### src/rtl/ccr_pkg.sv
package ccr_pkg;
  localparam int BIT_OSC  = 7;
  localparam int BIT_FB   = 6;
  localparam int BIT_STAT = 5;
  localparam int BIT_SRC  = 4;
  localparam int BIT_RSV  = 3;
  localparam int CODE_W   = 3;
  localparam int REG_W    = 8;
endpackage

### src/rtl/ccr_regfile.sv
module ccr_regfile
  import ccr_pkg::*;
#(
  parameter int MAX_CODE = 4
) (
  input  logic              clk,
  input  logic              rst_n,
  input  logic              wr_en,
  input  logic [REG_W-1:0]  wdata,
  input  logic              stat_i,
  output logic              osc_q,
  output logic              fb_q,
  output logic              src_q,
  output logic [CODE_W-1:0] code_q,
  output logic              code_chg,
  output logic              err_q
);
  logic              osc_d, fb_d, src_d, err_d;
  logic [CODE_W-1:0] code_d;
  logic              code_bad, rsv_bad, fb_bad, src_bad;
  logic              unused_stat_bit;

  assign unused_stat_bit = wdata[BIT_STAT];

  always_comb begin
    code_bad = (wdata[CODE_W-1:0] > CODE_W'(MAX_CODE));
    rsv_bad  = wdata[BIT_RSV];
    fb_bad   = wdata[BIT_FB] & (src_q | stat_i | wdata[BIT_SRC]);
    osc_d    = osc_q;
    fb_d     = fb_q;
    src_d    = src_q;
    code_d   = code_q;
    src_bad  = 1'b0;
    if (wr_en) begin
      osc_d   = wdata[BIT_OSC];
      fb_d    = fb_bad ? fb_q : wdata[BIT_FB];
      src_bad = wdata[BIT_SRC] & fb_d;
      src_d   = src_bad ? src_q : wdata[BIT_SRC];
      code_d  = code_bad ? code_q : wdata[CODE_W-1:0];
    end
    err_d    = wr_en & (code_bad | rsv_bad | fb_bad | src_bad);
    code_chg = wr_en & ~code_bad & (wdata[CODE_W-1:0] != code_q);
  end

  always_ff @(posedge clk or negedge rst_n) begin
    if (!rst_n) begin
      osc_q  <= 1'b0;
      fb_q   <= 1'b0;
      src_q  <= 1'b0;
      code_q <= '0;
      err_q  <= 1'b0;
    end else begin
      osc_q  <= osc_d;
      fb_q   <= fb_d;
      src_q  <= src_d;
      code_q <= code_d;
      err_q  <= err_d;
    end
  end
endmodule

### src/rtl/ccr_main_div.sv
module ccr_main_div
  import ccr_pkg::*;
#(
  parameter int MAX_CODE = 4,
  localparam int CNT_W = (MAX_CODE > 0) ? MAX_CODE : 1
) (
  input  logic              clk,
  input  logic              rst_n,
  input  logic              tick,
  input  logic [CODE_W-1:0] code,
  input  logic              restart,
  input  logic              align,
  output logic              pulse
);
  logic [CNT_W-1:0] cnt_q, cnt_d, cnt_eff, last;

  for (genvar i = 0; i < CNT_W; i++) begin : g_last
    assign last[i] = (code > CODE_W'(i));
  end

  always_comb begin
    cnt_eff = align ? '0 : cnt_q;
    pulse   = tick & ~restart & (cnt_eff == last);
    cnt_d   = cnt_q;
    if (restart)
      cnt_d = '0;
    else if (tick)
      cnt_d = (cnt_eff == last) ? '0 : cnt_eff + CNT_W'(1);
  end

  always_ff @(posedge clk or negedge rst_n) begin
    if (!rst_n) cnt_q <= '0;
    else        cnt_q <= cnt_d;
  end
endmodule

### src/rtl/ccr_sub_div.sv
module ccr_sub_div (
  input  logic clk,
  input  logic rst_n,
  input  logic tick,
  input  logic align,
  output logic pulse
);
  logic tog_q, tog_d, tog_eff;

  always_comb begin
    tog_eff = align ? 1'b0 : tog_q;
    pulse   = tick & tog_eff;
    tog_d   = tick ? ~tog_eff : tog_q;
  end

  always_ff @(posedge clk or negedge rst_n) begin
    if (!rst_n) tog_q <= 1'b0;
    else        tog_q <= tog_d;
  end
endmodule

### src/rtl/cpu_clk_sel_reg.sv
module cpu_clk_sel_reg
  import ccr_pkg::*;
#(
  parameter int              ADDR_W   = 16,
  parameter logic [ADDR_W-1:0] REG_ADDR = 16'hFFFB,
  parameter int              MAX_CODE = 4
) (
  input  logic              clk,
  input  logic              rst_n,
  input  logic              bus_sel,
  input  logic              bus_wr,
  input  logic [ADDR_W-1:0] bus_addr,
  input  logic [REG_W-1:0]  bus_wdata,
  output logic [REG_W-1:0]  bus_rdata,
  input  logic              main_tick,
  input  logic              sub_tick,
  output logic              cpu_en,
  output logic              osc_stop,
  output logic              fb_res_off,
  output logic              wr_err
);
  logic              hit, wr_en;
  logic              osc_q, fb_off, src_req, code_chg;
  logic [CODE_W-1:0] div_code;
  logic              stat_q, stat_d, en_q, en_d;
  logic              sw_main, sw_sub, main_pulse, sub_pulse;

  assign hit   = bus_sel & (bus_addr == REG_ADDR);
  assign wr_en = hit & bus_wr;

  ccr_regfile #(.MAX_CODE(MAX_CODE)) reg_i (
    .clk(clk), .rst_n(rst_n), .wr_en(wr_en), .wdata(bus_wdata),
    .stat_i(stat_q), .osc_q(osc_q), .fb_q(fb_off), .src_q(src_req),
    .code_q(div_code), .code_chg(code_chg), .err_q(wr_err)
  );

  assign sw_main = stat_q & ~src_req & main_tick;
  assign sw_sub  = ~stat_q & src_req & sub_tick;

  ccr_main_div #(.MAX_CODE(MAX_CODE)) mdiv_i (
    .clk(clk), .rst_n(rst_n), .tick(main_tick), .code(div_code),
    .restart(code_chg), .align(sw_main), .pulse(main_pulse)
  );

  ccr_sub_div sdiv_i (
    .clk(clk), .rst_n(rst_n), .tick(sub_tick), .align(sw_sub),
    .pulse(sub_pulse)
  );

  always_comb begin
    stat_d = (sw_main | sw_sub) ? src_req : stat_q;
    en_d   = stat_d ? sub_pulse : main_pulse;
  end

  always_ff @(posedge clk or negedge rst_n) begin
    if (!rst_n) begin
      stat_q <= 1'b0;
      en_q   <= 1'b0;
    end else begin
      stat_q <= stat_d;
      en_q   <= en_d;
    end
  end

  always_comb begin
    bus_rdata = '0;
    if (hit && !bus_wr) begin
      bus_rdata[BIT_OSC]  = osc_q;
      bus_rdata[BIT_FB]   = fb_off;
      bus_rdata[BIT_STAT] = stat_q;
      bus_rdata[BIT_SRC]  = src_req;
      bus_rdata[CODE_W-1:0] = div_code;
    end
  end

  assign cpu_en     = en_q;
  assign osc_stop   = osc_q;
  assign fb_res_off = fb_off;
endmodule

### config.mk
export PLATFORM = sky130hd
export DESIGN_NAME = cpu_clk_sel_reg
export DESIGN_NICKNAME = d
export VERILOG_FILES = /design/src/rtl/ccr_pkg.sv /design/src/rtl/ccr_regfile.sv /design/src/rtl/ccr_main_div.sv /design/src/rtl/ccr_sub_div.sv /design/src/rtl/cpu_clk_sel_reg.sv
export SDC_FILE = /design/constraint.sdc
export NUM_CORES = 1
export LEC_CHECK = 0
export ABC_AREA = 0
export BUFFER_PORTS_ARGS = -buffer_cell sky130_fd_sc_hd__buf_2
export CELL_PAD_IN_SITES_DETAIL_PLACEMENT = 1
export CELL_PAD_IN_SITES_GLOBAL_PLACEMENT = 1
export CORE_AREA = 5 5 73 58
export DETAILED_ROUTE_END_ITERATION = 6
export DIE_AREA = 0 0 78 63
export GPL_TIMING_DRIVEN = 0
export PLACE_DENSITY_LB_ADDON = 0.1
export SLEW_MARGIN = 10
export SYNTH_ARGS = -nofsm -noshare
export SYNTH_HDL_FRONTEND = slang
export SYNTH_HIERARCHICAL = 1
export SYNTH_SLANG_ARGS = --single-unit
### constraint.sdc
create_clock -name clk -period 1.7 [get_ports clk]
set_clock_uncertainty 0.2 [all_clocks]
set_input_delay 0.085 -clock clk [delete_from_list [all_inputs] [get_ports clk]]
set_output_delay 0.085 -clock clk [all_outputs]
set_load 0.03 [all_outputs]
==> out/metrics.cfg <==
[pwr]
powerDensity_mw_per_mm2=654
p_leak_nw=0.826
ir_worst_vdd_mv=0.388

[synth]
syn_nets=140
yosys.area_share.simple_pct=37.2
ys_seq_area_share_pct=34.6
synth-async-reset-ratio_pct=100
ys_seq_elements=14
synth_fa_ha_area_share_pct=1.23
synth_top_family_by_area=simple AND/OR/NAND/NOR gates
avgSynthCellArea_um2=9.30
synth_compound_area_share_pct=16.8
muxShareOfSynthArea_pct=2.22
synth-edff-count=0
synthTopCellsByArea=dfrtp_1 35%, and4b_1 6.9%, nor2_1 5.6%
synth-xor-area-share_pct=3.46
synth_top_area_share_pct=34.6
syn_area_mm2=0.00101
synth_area_leader_cell=dfrtp_1
ys.flop_type=dfrtp_1
synthDistinctLibCells=44
synth_warnings=6
postSynthCellCount=109

[worst_setup_path]
end_kind=register
r2r_slack_ns=-0.19
max_stage_delay_ns=0.44
worstSetupStartpointType=register
crit_slowest_cell=dfrtp_2
path_cells=xor2_1, nor3_2, o32ai_4, buf_12, or4_4, o32ai_2
crit_type=reg -> reg
required_ns=1.65
worst-path-buf-inv=1
critPathTopFamily=simple AND/OR/NAND/NOR gates
crit_fanout=5
cp.arrival_ns=1.85

[detailed_routing]
ant_nets=0
drc=0
drt_iter0_markers=18
drt_first_pass_iters=4
wirelength_um=3400
wl_per_cell_um=15.6
vias=1084
viasPerCell=5.00

[sta]
max_freq_mhz=528
post-route-period-util_pct=111
period_needed_ns=1.89
rsz0062_at_grt=yes
tns_ns=-0.627
fin_ws_ns=-0.193
finalHoldViolations=0
whs_ns=0.0197
maxSlewViolCount=0
setup_viol=5

[clocking]
ctsRootBufferMaster=clkbuf_8
cts_buffer_depth=2
cts_tree=done
clk_latency_ns=0.25
htree_levels=1
cts-buffers-inserted=3
clock-sinks=14
path_clk_slew_ns=0.06

[global_route]
track_usage_pct=14.2
antenna_found_initial=0
grt_overflow=0
grt_pass1_wl_um=5590
grt_max_degree=15
grt_pass1_vias=1118

[job]
maxCapViolCount=0

[layout]
nets=207
stdcell_area_mm2=0.00164
area_growth_pct=62.1
drive_gt1_share_pct=50.9
fin_util_pct=47.0
final_cell_mix=39 x buf_2, 14 x nor2_1, 13 x buf_4, 10 x dlygate4sd3_1, 9 x dfrtp_1
num_antenna_cells=0
final_common_cell=buf_2

[worst_hold_path]
min_path_type=in -> reg

[die]
dieArea_mm2=0.00491
std_cell_rows=19
die_h_um=63
start_util_pct=29.0
io_pins=42
core-area_mm2=0.00349
die_w_um=78

[placement]
io_buffers=39
postPlaceCellArea_mm2=0.00129
dp_hpwl_um=2320
place_ws_ns=-0.630
gp_congestion=0.769

[status]
outcome=finished, violations left
violations=setup timing

worst paths after layout:
| path | from | end | depth (start not counted) |
|---|---|---|---|
| max | reg_i/code_q[0] | mdiv_i/cnt_q[3] | 6 |
| min | bus_wdata[4] | reg_i/src_q | 3 |
| max reg2reg | reg_i/code_q[0] | mdiv_i/cnt_q[3] | 6 |
| min reg2reg | reg_i/osc_q | reg_i/osc_q | 1 |
| max in group asynchronous | rst_n | reg_i/src_q | 2 |
| min in group asynchronous | rst_n | mdiv_i/cnt_q[2] | 2 |
synthesized netlist by cell type (3+ instances only):
cell     count
o32ai_1      3
a21oi_1      6
dfrtp_1     14
nor2_1      15
nand2_1      6
nor3_1       3
inv_1        6
o21ai_0      4
and4b_1      7
metrics by stage:
step                      std cells  power (W)
final                           217    0.00107
after global placement          190   0.000638
after global routing            217    0.00114
after CTS                       213    0.00104
after detailed placement        190   0.000646
after floorplan                 109   0.000548
report_power, final:
group | internal (W) | total, W | switching (W) | leakage [nW]
sequential | 0.000361 | 0.000386 | 0.0000248 | 0.182
combinational | 0.000192 | 0.000356 | 0.000165 | 0.615
clock | 0.000205 | 0.000332 | 0.000127 | 0.0288
total | 0.000758 | 0.00107 | 0.000316 | 0.826
routing by layer:
| layer | global-route usage (%) | share of wire (%) | vias to the layer above |
|---|---|---|---|
| met5 | 0 | 0 | - |
| met4 | 3.16 | 0.97 | 0 |
| met3 | 3.31 | 2.4 | 4 |
| met2 | 24.9 | 52 | 11 |
| met1 | 17.4 | 44 | 539 |
| li1 | - | - | 530 |
worst reg2reg max path, stage by stage, from the launching register on:
cell	delay (ns)
dfrtp_2	0.44
xor2_1	0.18
nor3_2	0.19
o32ai_4	0.14
buf_12	0.15
or4_4	0.41
o32ai_2	0.10
state kept, by name (all words and copies together) (netlist names):
register and cells:
sdiv_i/tog_q 1, reg_i/code_q 3, reg_i/src_q 1, cpu_en 1, reg_i/fb_q 1, stat_q 1
mdiv_i/cnt_q 4, reg_i/osc_q 1, reg_i/err_q 1
repair_timing:
item,in CTS,in global routing
hold buffers,10,0
buffers inserted,10,5
resized for setup,14,13
pin swaps,4,6
hold endpoints to repair,25,0
setup endpoints to repair,5,5
cells by family (layout without fill, tap and decap cells):
| family | Yosys count | after routing |
|---|---|---|
| other cells | 1 | 1 |
| xor+xnor | 4 | 4 |
| fa+ha+maj | 1 | 1 |
| flops | 14 | 14 |
| simple gates | 55 | 55 |
| compound gates | 23 | 23 |
| mux | 2 | 2 |
| buf+inv | 9 | 75 |
cell type report:
cell class | instances | area, um^2
Timing Repair Buffer | 64 | 428
Fill cell | 417 | 1850
Clock buffer | 4 | 55.1
Sequential cell | 14 | 357
Buffer | 1 | 7.51
Multi-Input combinational cell | 86 | 721
Inverter | 6 | 22.5
Tap cell | 42 | 52.6
Note: power is estimated with default switching activity, not from simulation.
